<file path="config.mk">
export PLATFORM = sky130hd
export DESIGN_NAME = wfront_seq
export DESIGN_NICKNAME = d
export VERILOG_FILES = /design/src/rtl/wfs_pkg.sv /design/src/rtl/wfront_digit.sv /design/src/rtl/wfront_cfg_chk.sv /design/src/rtl/wfront_seq.sv
export SDC_FILE = /design/constraint.sdc
export NUM_CORES = 1
export LEC_CHECK = 0
export BUFFER_PORTS_ARGS = -buffer_cell sky130_fd_sc_hd__buf_2
export CORE_ASPECT_RATIO = 1.2
export CORE_UTILIZATION = 50
export CTS_BUF_LIST = sky130_fd_sc_hd__clkbuf_8
export CTS_CLUSTER_SIZE = 16
export DETAILED_ROUTE_END_ITERATION = 8
export PLACE_DENSITY = 0.72
export SETUP_SLACK_MARGIN = 0.05
export SYNTH_ARGS = -nofsm -noshare
export SYNTH_HDL_FRONTEND = slang
export SYNTH_HIERARCHICAL = 1
export SYNTH_SLANG_ARGS = --single-unit
</file>
<file path="constraint.sdc">
create_clock -name clk -period 4.65 [get_ports clk]
set_clock_uncertainty 0.1 [all_clocks]
set_input_delay 0.2325 -clock clk [delete_from_list [all_inputs] [get_ports clk]]
set_output_delay 0.2325 -clock clk [all_outputs]
set_load 0.03 [all_outputs]
</file>
<file path="src/rtl/wfs_pkg.sv">
package wfs_pkg;
    typedef struct packed {
        logic run;
        logic err;
        logic done;
    } wfs_flags_t;
endpackage

</file>
<file path="src/rtl/wfront_digit.sv">
module wfront_digit #(
    parameter int W = 4
) (
    input  logic         clk,
    input  logic         rst_n,
    input  logic         clr,
    input  logic         inc,
    input  logic [W-1:0] limit,
    output logic [W-1:0] val,
    output logic         wrap
);
    logic [W-1:0] val_d, val_q;

    assign wrap = inc && (val_q == limit - W'(1));
    assign val  = val_q;

    always_comb begin
        val_d = val_q;
        if (clr)
            val_d = '0;
        else if (wrap)
            val_d = '0;
        else if (inc)
            val_d = val_q + W'(1);
    end

    always_ff @(posedge clk or negedge rst_n) begin
        if (!rst_n) val_q <= '0;
        else        val_q <= val_d;
    end
endmodule

</file>
<file path="src/rtl/wfront_cfg_chk.sv">
module wfront_cfg_chk #(
    parameter int NPAR  = 2,
    parameter int CW    = 4,
    parameter int MW    = 4,
    parameter int DEPTH = 6
) (
    input  logic [NPAR*CW-1:0] width_in,
    input  logic [MW-1:0]      macro_count,
    output logic               ok_o
);
    localparam int PW = NPAR * CW + 1;
    logic [PW-1:0] vol;

    always_comb begin
        vol = PW'(1);
        for (int k = 0; k < NPAR; k++)
            vol = vol * PW'(width_in[k*CW +: CW]);
        ok_o = (vol >= PW'(DEPTH)) && (macro_count != '0);
    end
endmodule

</file>
<file path="src/rtl/wfront_seq.sv">
module wfront_seq
    import wfs_pkg::*;
#(
    parameter int NPAR  = 2,
    parameter int CW    = 4,
    parameter int MW    = 4,
    parameter int DEPTH = 6
) (
    input  logic               clk,
    input  logic               rst_n,
    input  logic               start,
    input  logic               stall,
    input  logic [NPAR*CW-1:0] width_in,
    input  logic [MW-1:0]      macro_count,
    output logic               issue_valid,
    output logic [NPAR*CW-1:0] coord,
    output logic [MW-1:0]      macro_idx,
    output logic               first_of_macro,
    output logic               last_of_macro,
    output logic               done,
    output logic               cfg_err
);
    localparam int CFGW = NPAR * CW;

    typedef struct packed {
        wfs_flags_t      f;
        logic [CFGW-1:0] wid;
        logic [MW-1:0]   nm;
    } st_t;

    st_t s_d, s_q;

    logic            cfg_ok;
    logic            adv;
    logic            accept;
    logic            load;
    logic [NPAR:0]   inc;
    logic [NPAR-1:0] wrap;
    logic [NPAR-1:0] zero;
    logic            m_wrap;

    wfront_cfg_chk #(.NPAR(NPAR), .CW(CW), .MW(MW), .DEPTH(DEPTH)) u_cfg (
        .width_in    (width_in),
        .macro_count (macro_count),
        .ok_o        (cfg_ok)
    );

    assign adv    = s_q.f.run && !stall;
    assign accept = !s_q.f.run && start;
    assign load   = accept && cfg_ok;
    assign inc[0] = adv;

    // one digit per parallel dimension; field 0 is the fastest
    for (genvar k = 0; k < NPAR; k++) begin : g_dim
        wfront_digit #(.W(CW)) u_dig (
            .clk   (clk),
            .rst_n (rst_n),
            .clr   (load),
            .inc   (inc[k]),
            .limit (s_q.wid[k*CW +: CW]),
            .val   (coord[k*CW +: CW]),
            .wrap  (wrap[k])
        );
        assign inc[k+1] = wrap[k];
        assign zero[k]  = (coord[k*CW +: CW] == '0);
    end

    wfront_digit #(.W(MW)) u_macro (
        .clk   (clk),
        .rst_n (rst_n),
        .clr   (load),
        .inc   (inc[NPAR]),
        .limit (s_q.nm),
        .val   (macro_idx),
        .wrap  (m_wrap)
    );

    always_comb begin
        s_d        = s_q;
        s_d.f.done = 1'b0;
        if (accept) begin
            if (cfg_ok) begin
                s_d.f.run = 1'b1;
                s_d.f.err = 1'b0;
                s_d.wid   = width_in;
                s_d.nm    = macro_count;
            end else begin
                s_d.f.err = 1'b1;
            end
        end
        if (m_wrap) begin
            s_d.f.run  = 1'b0;
            s_d.f.done = 1'b1;
        end
    end

    always_ff @(posedge clk or negedge rst_n) begin
        if (!rst_n) s_q <= '0;
        else        s_q <= s_d;
    end

    assign issue_valid    = adv;
    assign first_of_macro = adv && (&zero);
    assign last_of_macro  = adv && wrap[NPAR-1];
    assign done           = s_q.f.done;
    assign cfg_err        = s_q.f.err;
endmodule

</file>
==> impl_metrics.xml, run 1 <==
<?xml version="1.0" encoding="UTF-8"?>
<metrics>
  <group name="route">
    <metric name="wirelength" unit="mm">3.74</metric>
    <metric name="dr.pass1.iters" unit="">5</metric>
    <metric name="detailroute.via_count" unit="">1520</metric>
    <metric name="detail_route.drc_violations" unit="">0</metric>
    <metric name="detailedRoute.firstIterationViolations" unit="">60</metric>
    <metric name="postRouteAntennaNets" unit="">0</metric>
    <metric name="via_per_inst" unit="">5.30</metric>
    <metric name="wl_per_cell" unit="um">13.0</metric>
  </group>
  <group name="yosys">
    <metric name="synth.net_count" unit="">235</metric>
    <metric name="async_flop_share" unit="%">100</metric>
    <metric name="area_leader_netlist" unit="">sky130_fd_sc_hd__dfrtp_1</metric>
    <metric name="synth.yosys.warnings" unit="">6</metric>
    <metric name="synth-edff-count" unit="">0</metric>
    <metric name="synth.most_common_cell" unit="">sky130_fd_sc_hd__dfrtp_1</metric>
    <metric name="netlist-cell-type-count" unit="">33</metric>
    <metric name="synth.top_cells.by_area" unit="">sky130_fd_sc_hd__dfrtp_1 33%, sky130_fd_sc_hd__ha_1 11%, sky130_fd_sc_hd__xor2_1 6.9%</metric>
    <metric name="synthTopCellsByCount" unit="">27 x sky130_fd_sc_hd__dfrtp_1, 18 x sky130_fd_sc_hd__ha_1, 16 x sky130_fd_sc_hd__xor2_1, 14 x sky130_fd_sc_hd__inv_1, 13 x sky130_fd_sc_hd__and2_1</metric>
    <metric name="postSynth.topFlopCell" unit="">sky130_fd_sc_hd__dfrtp_1</metric>
    <metric name="yosys_register_bits" unit="">27</metric>
    <metric name="seq_area_frac_synth" unit="%">33.4</metric>
    <metric name="synthesis.instances" unit="">197</metric>
    <metric name="mappedNetlistArea" unit="um2">2020</metric>
    <metric name="netlist.area_leader.share" unit="%">33.4</metric>
    <metric name="syn_avg_cell_area" unit="um2">10.3</metric>
  </group>
  <group name="clock_tree">
    <metric name="htree_levels" unit="">1</metric>
    <metric name="clkLatencyLatePin" unit="ns">0.26</metric>
    <metric name="cts_max_path_buffers" unit="">2</metric>
    <metric name="clock_sinks" unit="">27</metric>
    <metric name="cts.clk_slew.worst_paths" unit="ns">0.09</metric>
    <metric name="cts_tree" unit="">built</metric>
    <metric name="ctsRootBufferMaster" unit="">sky130_fd_sc_hd__clkbuf_8</metric>
    <metric name="number_of_buffers_created_by_cts" unit="">3</metric>
    <metric name="cts.repair.resized" unit="">0</metric>
  </group>
  <group name="setup_path">
    <metric name="critical_path_arrival" unit="ns">3.97</metric>
    <metric name="critical_path.reg2reg.startpoint" unit="">s_q[4]</metric>
    <metric name="worst_setup_path_end_kind" unit="">register</metric>
    <metric name="r2r_setup_slack" unit="ns">1.64</metric>
    <metric name="worstPathRequired" unit="ns">4.74</metric>
    <metric name="path_class" unit="">in -&gt; reg</metric>
    <metric name="r2r_end" unit="">u_macro/val[1]</metric>
    <metric name="worst_r2r_path_depth" unit="">11</metric>
    <metric name="worst-path-max-fanout" unit="">18</metric>
    <metric name="start_kind" unit="">input pin</metric>
  </group>
  <group name="placed_design">
    <metric name="place.gp.congestion" unit="">0.794</metric>
    <metric name="place.port_buffers" unit="">32</metric>
    <metric name="post_placement_cell_area" unit="um2">2250</metric>
    <metric name="dp.final_hpwl" unit="mm">2.89</metric>
  </group>
  <group name="sta">
    <metric name="relative_slew_slack" unit="%">60.2</metric>
    <metric name="timing.setup.tns" unit="ns">0</metric>
    <metric name="rsz0062_at_grt" unit="">no</metric>
    <metric name="worst_slew_pin_slew" unit="ns">0.594</metric>
    <metric name="peak_freq" unit="MHz">258</metric>
    <metric name="finalHoldViolations" unit="">0</metric>
    <metric name="post-route-period-util" unit="%">83.4</metric>
    <metric name="post-route-min-period" unit="ns">3.88</metric>
    <metric name="hold_slack" unit="ns">0.112</metric>
    <metric name="report.final.setup_viol" unit="">0</metric>
    <metric name="finalMaxSlewViolations" unit="">0</metric>
  </group>
  <group name="job">
    <metric name="max-cap-violations" unit="">0</metric>
  </group>
  <group name="cells_and_area">
    <metric name="final_design_area_no_fill" unit="um2">2310</metric>
    <metric name="synthToLayoutAreaGrowth" unit="%">14.0</metric>
    <metric name="nFillCells" unit="">333</metric>
    <metric name="final-seq-area" unit="um2">676</metric>
    <metric name="design.final.nets" unit="">274</metric>
    <metric name="postLayoutCoreUtil" unit="%">61.5</metric>
    <metric name="n_antenna_cell" unit="">0</metric>
    <metric name="final_layout_size_suffix_gt1_share" unit="%">25.5</metric>
    <metric name="multi_input_area" unit="um2">1280</metric>
  </group>
  <group name="floorplan">
    <metric name="ios" unit="">33</metric>
    <metric name="die_area" unit="um2">4310</metric>
    <metric name="coreArea" unit="um2">3750</metric>
    <metric name="chipHeight" unit="um">71.7</metric>
    <metric name="die_width" unit="um">60.1</metric>
    <metric name="row_count" unit="">24</metric>
    <metric name="start_util" unit="%">53.9</metric>
  </group>
  <group name="power">
    <metric name="power.share.switching" unit="%">41.9</metric>
    <metric name="power.density_cell_area" unit="nW/um2">418</metric>
    <metric name="switching_pwr" unit="uW">405</metric>
    <metric name="power_report.internal_total" unit="uW">561</metric>
    <metric name="combinationalPowerShare" unit="%">47.1</metric>
    <metric name="total_power" unit="uW">965</metric>
    <metric name="worst_ir_drop_vdd" unit="mV">0.155</metric>
    <metric name="leakagePower" unit="nW">1.14</metric>
    <metric name="seq_power_share" unit="%">39.8</metric>
    <metric name="clockPowerShare" unit="%">13.2</metric>
  </group>
  <group name="global_route">
    <metric name="grt.total_usage" unit="%">19.7</metric>
    <metric name="grt_first_pass_wirelength" unit="mm">6.50</metric>
    <metric name="grt_max_degree" unit="">28</metric>
    <metric name="number_of_antenna_violations_at_the_first_check_in_global_routing" unit="">0</metric>
    <metric name="grt_pass1_vias" unit="">1462</metric>
    <metric name="grt_overflow" unit="">0</metric>
  </group>
  <group name="min_path">
    <metric name="hp-class" unit="">in -&gt; reg</metric>
    <metric name="hold_end" unit="">s_q[2]</metric>
    <metric name="holdPathStages" unit="">2</metric>
    <metric name="worstHoldStart" unit="">macro_count[2]</metric>
  </group>
  <group name="status">
    <metric name="run_status" unit="">finished, final reports clean</metric>
  </group>
</metrics>
==> how the worst max path moves through the flow <==
stage | startpoint | endpoint
finish | width_in[0] | g_dim[0].u_dig/val[0]
global route | width_in[0] | g_dim[0].u_dig/val[0]
CTS | width_in[0] | g_dim[0].u_dig/val[0]
detailed placement | width_in[0] | g_dim[0].u_dig/val[0]
global placement | width_in[0] | u_macro/val[0]
floorplan | width_in[0] | g_dim[0].u_dig/val[0]
==> registers in the layout, summed over array words and instances (netlist names) <==
name	cells
cfg_err	1
s_q	13
done	1
g_dim.u_dig/val	8
u_macro/val	4
==> timing repair <==
action | CTS | global route
setup endpoints to repair | 0 | 0
buffers inserted | 0 | 0
hold buffers | 1 | 0
endpoints found under the hold margin | 27 | 0
==> critical path: stages <==
cell,delay (ns)
sky130_fd_sc_hd__buf_2,0.11
sky130_fd_sc_hd__nand2_1,0.08
sky130_fd_sc_hd__fa_1,0.53
sky130_fd_sc_hd__inv_1,0.05
sky130_fd_sc_hd__fa_1,0.56
sky130_fd_sc_hd__inv_1,0.07
sky130_fd_sc_hd__fa_1,0.46
sky130_fd_sc_hd__nor2b_1,0.13
sky130_fd_sc_hd__o21ai_1,0.08
sky130_fd_sc_hd__o21ai_1,0.13
sky130_fd_sc_hd__a22o_1,0.15
sky130_fd_sc_hd__a41oi_2,0.17
sky130_fd_sc_hd__nand3b_4,0.26
sky130_fd_sc_hd__inv_1,0.29
sky130_fd_sc_hd__or3b_2,0.52
sky130_fd_sc_hd__o22ai_1,0.13
==> power groups by stage <==
stage | logic [mW] | clock network [mW] | registers [mW]
final | 0.454 | 0.127 | 0.384
after CTS | 0.458 | 0.129 | 0.384
after global placement | 0.444 | 0 | 0.388
after detailed placement | 0.452 | 0 | 0.389
after global routing | 0.507 | 0.140 | 0.396
after floorplan | 0.293 | 0 | 0.432
==> routing by layer <==
layer	GRT usage, %	share of wire [%]	up-vias	routed length (um)
li1	-	-	768	-
met3	1.08	1.8	2	69
met1	26.4	47	718	1760
met4	6.20	1.0	0	38
met5	0	0	-	0
met2	33.5	50	32	1870
==> layout by cell type (no fill, tap or decap), types with 4 or more instances in the layout <==
cell type	Yosys	routed
sky130_fd_sc_hd__nor2b_1	5	5
sky130_fd_sc_hd__fa_1	4	4
sky130_fd_sc_hd__nor2_1	9	9
sky130_fd_sc_hd__xor2_1	16	16
sky130_fd_sc_hd__buf_2	0	32
sky130_fd_sc_hd__nor3_2	6	6
sky130_fd_sc_hd__inv_1	14	15
sky130_fd_sc_hd__dfrtp_1	27	27
sky130_fd_sc_hd__xnor2_1	7	7
sky130_fd_sc_hd__and2_1	13	13
sky130_fd_sc_hd__o22ai_1	6	6
sky130_fd_sc_hd__o21ai_1	5	5
sky130_fd_sc_hd__a21oi_1	8	8
sky130_fd_sc_hd__ha_1	18	18
sky130_fd_sc_hd__mux2_4	9	9
sky130_fd_sc_hd__nor3_1	4	4
sky130_fd_sc_hd__nand2_1	10	10
==> per-stage QoR <==
stage / setup WS (ns) / std cells
after floorplan: 0.899 / 197
after global placement: 0.599 / 282
after detailed placement: 0.484 / 282
after CTS: 0.757 / 287
after global routing: 0.518 / 287
final: 0.770 / 287
==> cell type report <==
type,count,share of cell area (%)
timing repair buffer,35,8.02
clock inverter,1,0.163
clock buffer,3,1.79
inverter,14,2.28
multi-input combinational,155,55.7
tap,52,2.82
sequential,27,29.3
==> kinds of logic after synthesis <==
group	count (synthesis)	synth area share (%)
XOR/XNOR	23	9.95
flip-flops	27	33.4
AO/OA/AOI/OAI	29	8.96
AND/OR/NAND/NOR	68	20.6
multiplexers	13	8.84
adder cells (fa/ha/maj)	22	15.1
buffers and inverters	15	3.15
(Power assumes the default switching activity.)
==> inputs of run 2 (changes only) <==
==> constraint.sdc (replaced) <==
create_clock -name clk -period 4.04 [get_ports clk]
set_clock_uncertainty 0.1 [all_clocks]
set_input_delay 0.202 -clock clk [delete_from_list [all_inputs] [get_ports clk]]
set_output_delay 0.202 -clock clk [all_outputs]
set_load 0.03 [all_outputs]
==> run 2 against run 1 <==
Compared with the run above: cell count grew 1.0%; critical path type unchanged; combinational power grew 15%; critical endpoint is now u_macro/val[0]; setup slack lost 0.20 ns.
==> impl_metrics.xml, run 2 (same netlist as run 1, synthesis figures left out) <==
<?xml version="1.0" encoding="UTF-8"?>
<metrics>
  <group name="cells_and_area">
    <metric name="n_antenna_cell" unit="">0</metric>
    <metric name="final_design_area_no_fill" unit="um2">2330</metric>
    <metric name="nFillCells" unit="">310</metric>
    <metric name="final_layout_size_suffix_gt1_share" unit="%">26.9</metric>
    <metric name="final_cell_mix" unit="">32 x sky130_fd_sc_hd__buf_2, 27 x sky130_fd_sc_hd__dfrtp_1, 18 x sky130_fd_sc_hd__ha_1</metric>
    <metric name="design.final.nets" unit="">277</metric>
    <metric name="final-instance-count-excl-fill" unit="">290</metric>
    <metric name="largest_reg_flops" unit="">13</metric>
    <metric name="synthToLayoutAreaGrowth" unit="%">15.2</metric>
    <metric name="final_common_cell" unit="">sky130_fd_sc_hd__buf_2</metric>
    <metric name="largest_reg_by_ff_count" unit="">s_q</metric>
    <metric name="postLayoutCoreUtil" unit="%">62.1</metric>
    <metric name="final-seq-area" unit="um2">676</metric>
    <metric name="multi_input_area" unit="um2">1280</metric>
  </group>
  <group name="placed_design">
    <metric name="post_placement_cell_area" unit="um2">2280</metric>
    <metric name="pre_cts_ws" unit="ns">0.274</metric>
    <metric name="place_inst" unit="">285</metric>
    <metric name="dp.final_hpwl" unit="mm">2.83</metric>
    <metric name="place.port_buffers" unit="">32</metric>
    <metric name="place.gp.congestion" unit="">0.837</metric>
  </group>
  <group name="min_path">
    <metric name="hp-class" unit="">in -&gt; reg</metric>
  </group>
  <group name="clock_tree">
    <metric name="clkLatencyLatePin" unit="ns">0.27</metric>
    <metric name="ctsRootBufferMaster" unit="">sky130_fd_sc_hd__clkbuf_8</metric>
    <metric name="cts_max_path_buffers" unit="">2</metric>
    <metric name="clock_sinks" unit="">27</metric>
    <metric name="number_of_buffers_created_by_cts" unit="">3</metric>
    <metric name="cts.repair.resized" unit="">0</metric>
    <metric name="cts_tree" unit="">built</metric>
    <metric name="cts.clk_slew.worst_paths" unit="ns">0.10</metric>
    <metric name="htree_levels" unit="">1</metric>
  </group>
  <group name="sta">
    <metric name="peak_freq" unit="MHz">288</metric>
    <metric name="worst_slew_pin_slew" unit="ns">0.620</metric>
    <metric name="finalHoldViolations" unit="">0</metric>
    <metric name="post-route-period-util" unit="%">85.9</metric>
    <metric name="relative_slew_slack" unit="%">58.7</metric>
    <metric name="post-route-min-period" unit="ns">3.47</metric>
    <metric name="timing.setup.tns" unit="ns">0</metric>
    <metric name="rsz0062_at_grt" unit="">no</metric>
    <metric name="setup_ws" unit="ns">0.571</metric>
    <metric name="finalMaxSlewViolations" unit="">0</metric>
    <metric name="report.final.setup_viol" unit="">0</metric>
  </group>
  <group name="setup_path">
    <metric name="r2r_end" unit="">u_macro/val[0]</metric>
    <metric name="worstPathRequired" unit="ns">4.14</metric>
    <metric name="critical_path.reg2reg.startpoint" unit="">s_q[4]</metric>
    <metric name="critical_path_arrival" unit="ns">3.56</metric>
    <metric name="worst-path-max-fanout" unit="">10</metric>
    <metric name="start_kind" unit="">input pin</metric>
    <metric name="crit_path_to" unit="">u_macro/val[0]</metric>
    <metric name="worst_r2r_path_depth" unit="">11</metric>
    <metric name="worst_setup_path_startpoint" unit="">width_in[0]</metric>
    <metric name="r2r_setup_slack" unit="ns">1.21</metric>
    <metric name="path_class" unit="">in -&gt; reg</metric>
    <metric name="worst_setup_path_end_kind" unit="">register</metric>
  </group>
  <group name="power">
    <metric name="power.density_cell_area" unit="nW/um2">478</metric>
    <metric name="worst_ir_drop_vdd" unit="mV">0.195</metric>
    <metric name="leakagePower" unit="nW">1.16</metric>
  </group>
  <group name="floorplan">
    <metric name="die_area" unit="um2">4310</metric>
    <metric name="start_util" unit="%">53.9</metric>
    <metric name="ios" unit="">33</metric>
    <metric name="row_count" unit="">24</metric>
    <metric name="die_width" unit="um">60.1</metric>
    <metric name="coreArea" unit="um2">3750</metric>
    <metric name="chipHeight" unit="um">71.7</metric>
  </group>
  <group name="global_route">
    <metric name="grt_pass1_vias" unit="">1573</metric>
    <metric name="grt.total_usage" unit="%">20.5</metric>
    <metric name="grt_max_degree" unit="">28</metric>
    <metric name="number_of_antenna_violations_at_the_first_check_in_global_routing" unit="">0</metric>
    <metric name="grt_first_pass_wirelength" unit="mm">6.91</metric>
    <metric name="grt_overflow" unit="">0</metric>
  </group>
  <group name="route">
    <metric name="wirelength" unit="mm">3.72</metric>
    <metric name="via_per_inst" unit="">5.40</metric>
    <metric name="postRouteAntennaNets" unit="">0</metric>
    <metric name="detailroute.via_count" unit="">1565</metric>
    <metric name="wl_per_cell" unit="um">12.8</metric>
    <metric name="dr.pass1.iters" unit="">4</metric>
    <metric name="detail_route.drc_violations" unit="">0</metric>
    <metric name="detailedRoute.firstIterationViolations" unit="">71</metric>
  </group>
  <group name="status">
    <metric name="run_status" unit="">finished, final reports clean</metric>
  </group>
  <group name="job">
    <metric name="max-cap-violations" unit="">0</metric>
  </group>
</metrics>
## run 2: cell types whose count changed in the layout (fill, tap and decap cells not counted), sizes merged
| cell | before | now |
|---|---|---|
| buf | 34 | 37 |
| clkinv | 0 | 1 |
| inv | 15 | 14 |
## run 2: critical path, stage by stage
cell and delay, ns:
sky130_fd_sc_hd__buf_2 0.11, sky130_fd_sc_hd__nand2_1 0.08, sky130_fd_sc_hd__fa_1 0.53, sky130_fd_sc_hd__inv_1 0.05
sky130_fd_sc_hd__fa_1 0.56, sky130_fd_sc_hd__inv_1 0.06, sky130_fd_sc_hd__fa_1 0.45, sky130_fd_sc_hd__nor2b_1 0.12
sky130_fd_sc_hd__o21ai_1 0.08, sky130_fd_sc_hd__o21ai_1 0.14, sky130_fd_sc_hd__a22o_1 0.15, sky130_fd_sc_hd__a41oi_2 0.17
sky130_fd_sc_hd__nand3b_4 0.13, sky130_fd_sc_hd__inv_1 0.13, sky130_fd_sc_hd__or3b_2 0.46, sky130_fd_sc_hd__o22ai_1 0.14
## run 2: layout make-up
| type | instances | area share, % |
|---|---|---|
| timing repair buffer | 38 | 8.91 |
| inverter | 14 | 2.25 |
| tap | 52 | 2.79 |
| clock buffer | 3 | 1.77 |
| multi-input combinational | 155 | 55.1 |
| sequential | 27 | 29.0 |
| clock inverter | 1 | 0.215 |
## run 2: per-stage QoR
stage               power, mW  hold slack (ns)
CTS                      1.12           0.0664
global route             1.21           0.0650
finish                   1.11           0.0702
detailed placement      0.967            0.151
floorplan               0.835           -0.194
global placement        0.955            0.145
## run 2: worst min-delay path by stage
stage | slack, ns | end | depth (start not counted) | start
floorplan | -0.19 | cfg_err | 0 | rst_n
global placement | 0.15 | g_dim[0].u_dig/val[3] | 1 | rst_n
detailed placement | 0.15 | g_dim[0].u_dig/val[3] | 1 | rst_n
CTS | 0.07 | s_q[0] | 2 | macro_count[0]
global route | 0.06 | s_q[1] | 2 | macro_count[1]
finish | 0.07 | s_q[1] | 2 | macro_count[1]
## run 2: what timing repair did
action,4_1_cts,5_1_grt
endpoints found under the hold margin,27,0
hold buffers,1,0
buffers inserted,0,0
## run 2: power breakdown
| group | switching [mW] | internal [mW] |
|---|---|---|
| Combinational | 0.283 | 0.237 |
| Clock | 0.0840 | 0.0690 |
| Sequential | 0.101 | 0.341 |
| Total | 0.468 | 0.646 |
## run 2: metal layers
layer	global-route usage, %	wire, um	vias up	part of all wire (%)
met1	28.7	1750	750	47
li1	-	-	772	-
met2	33.1	1810	39	49
met5	0	0	-	0
met3	1.26	111	4	3.0
met4	7.75	48	0	1.3
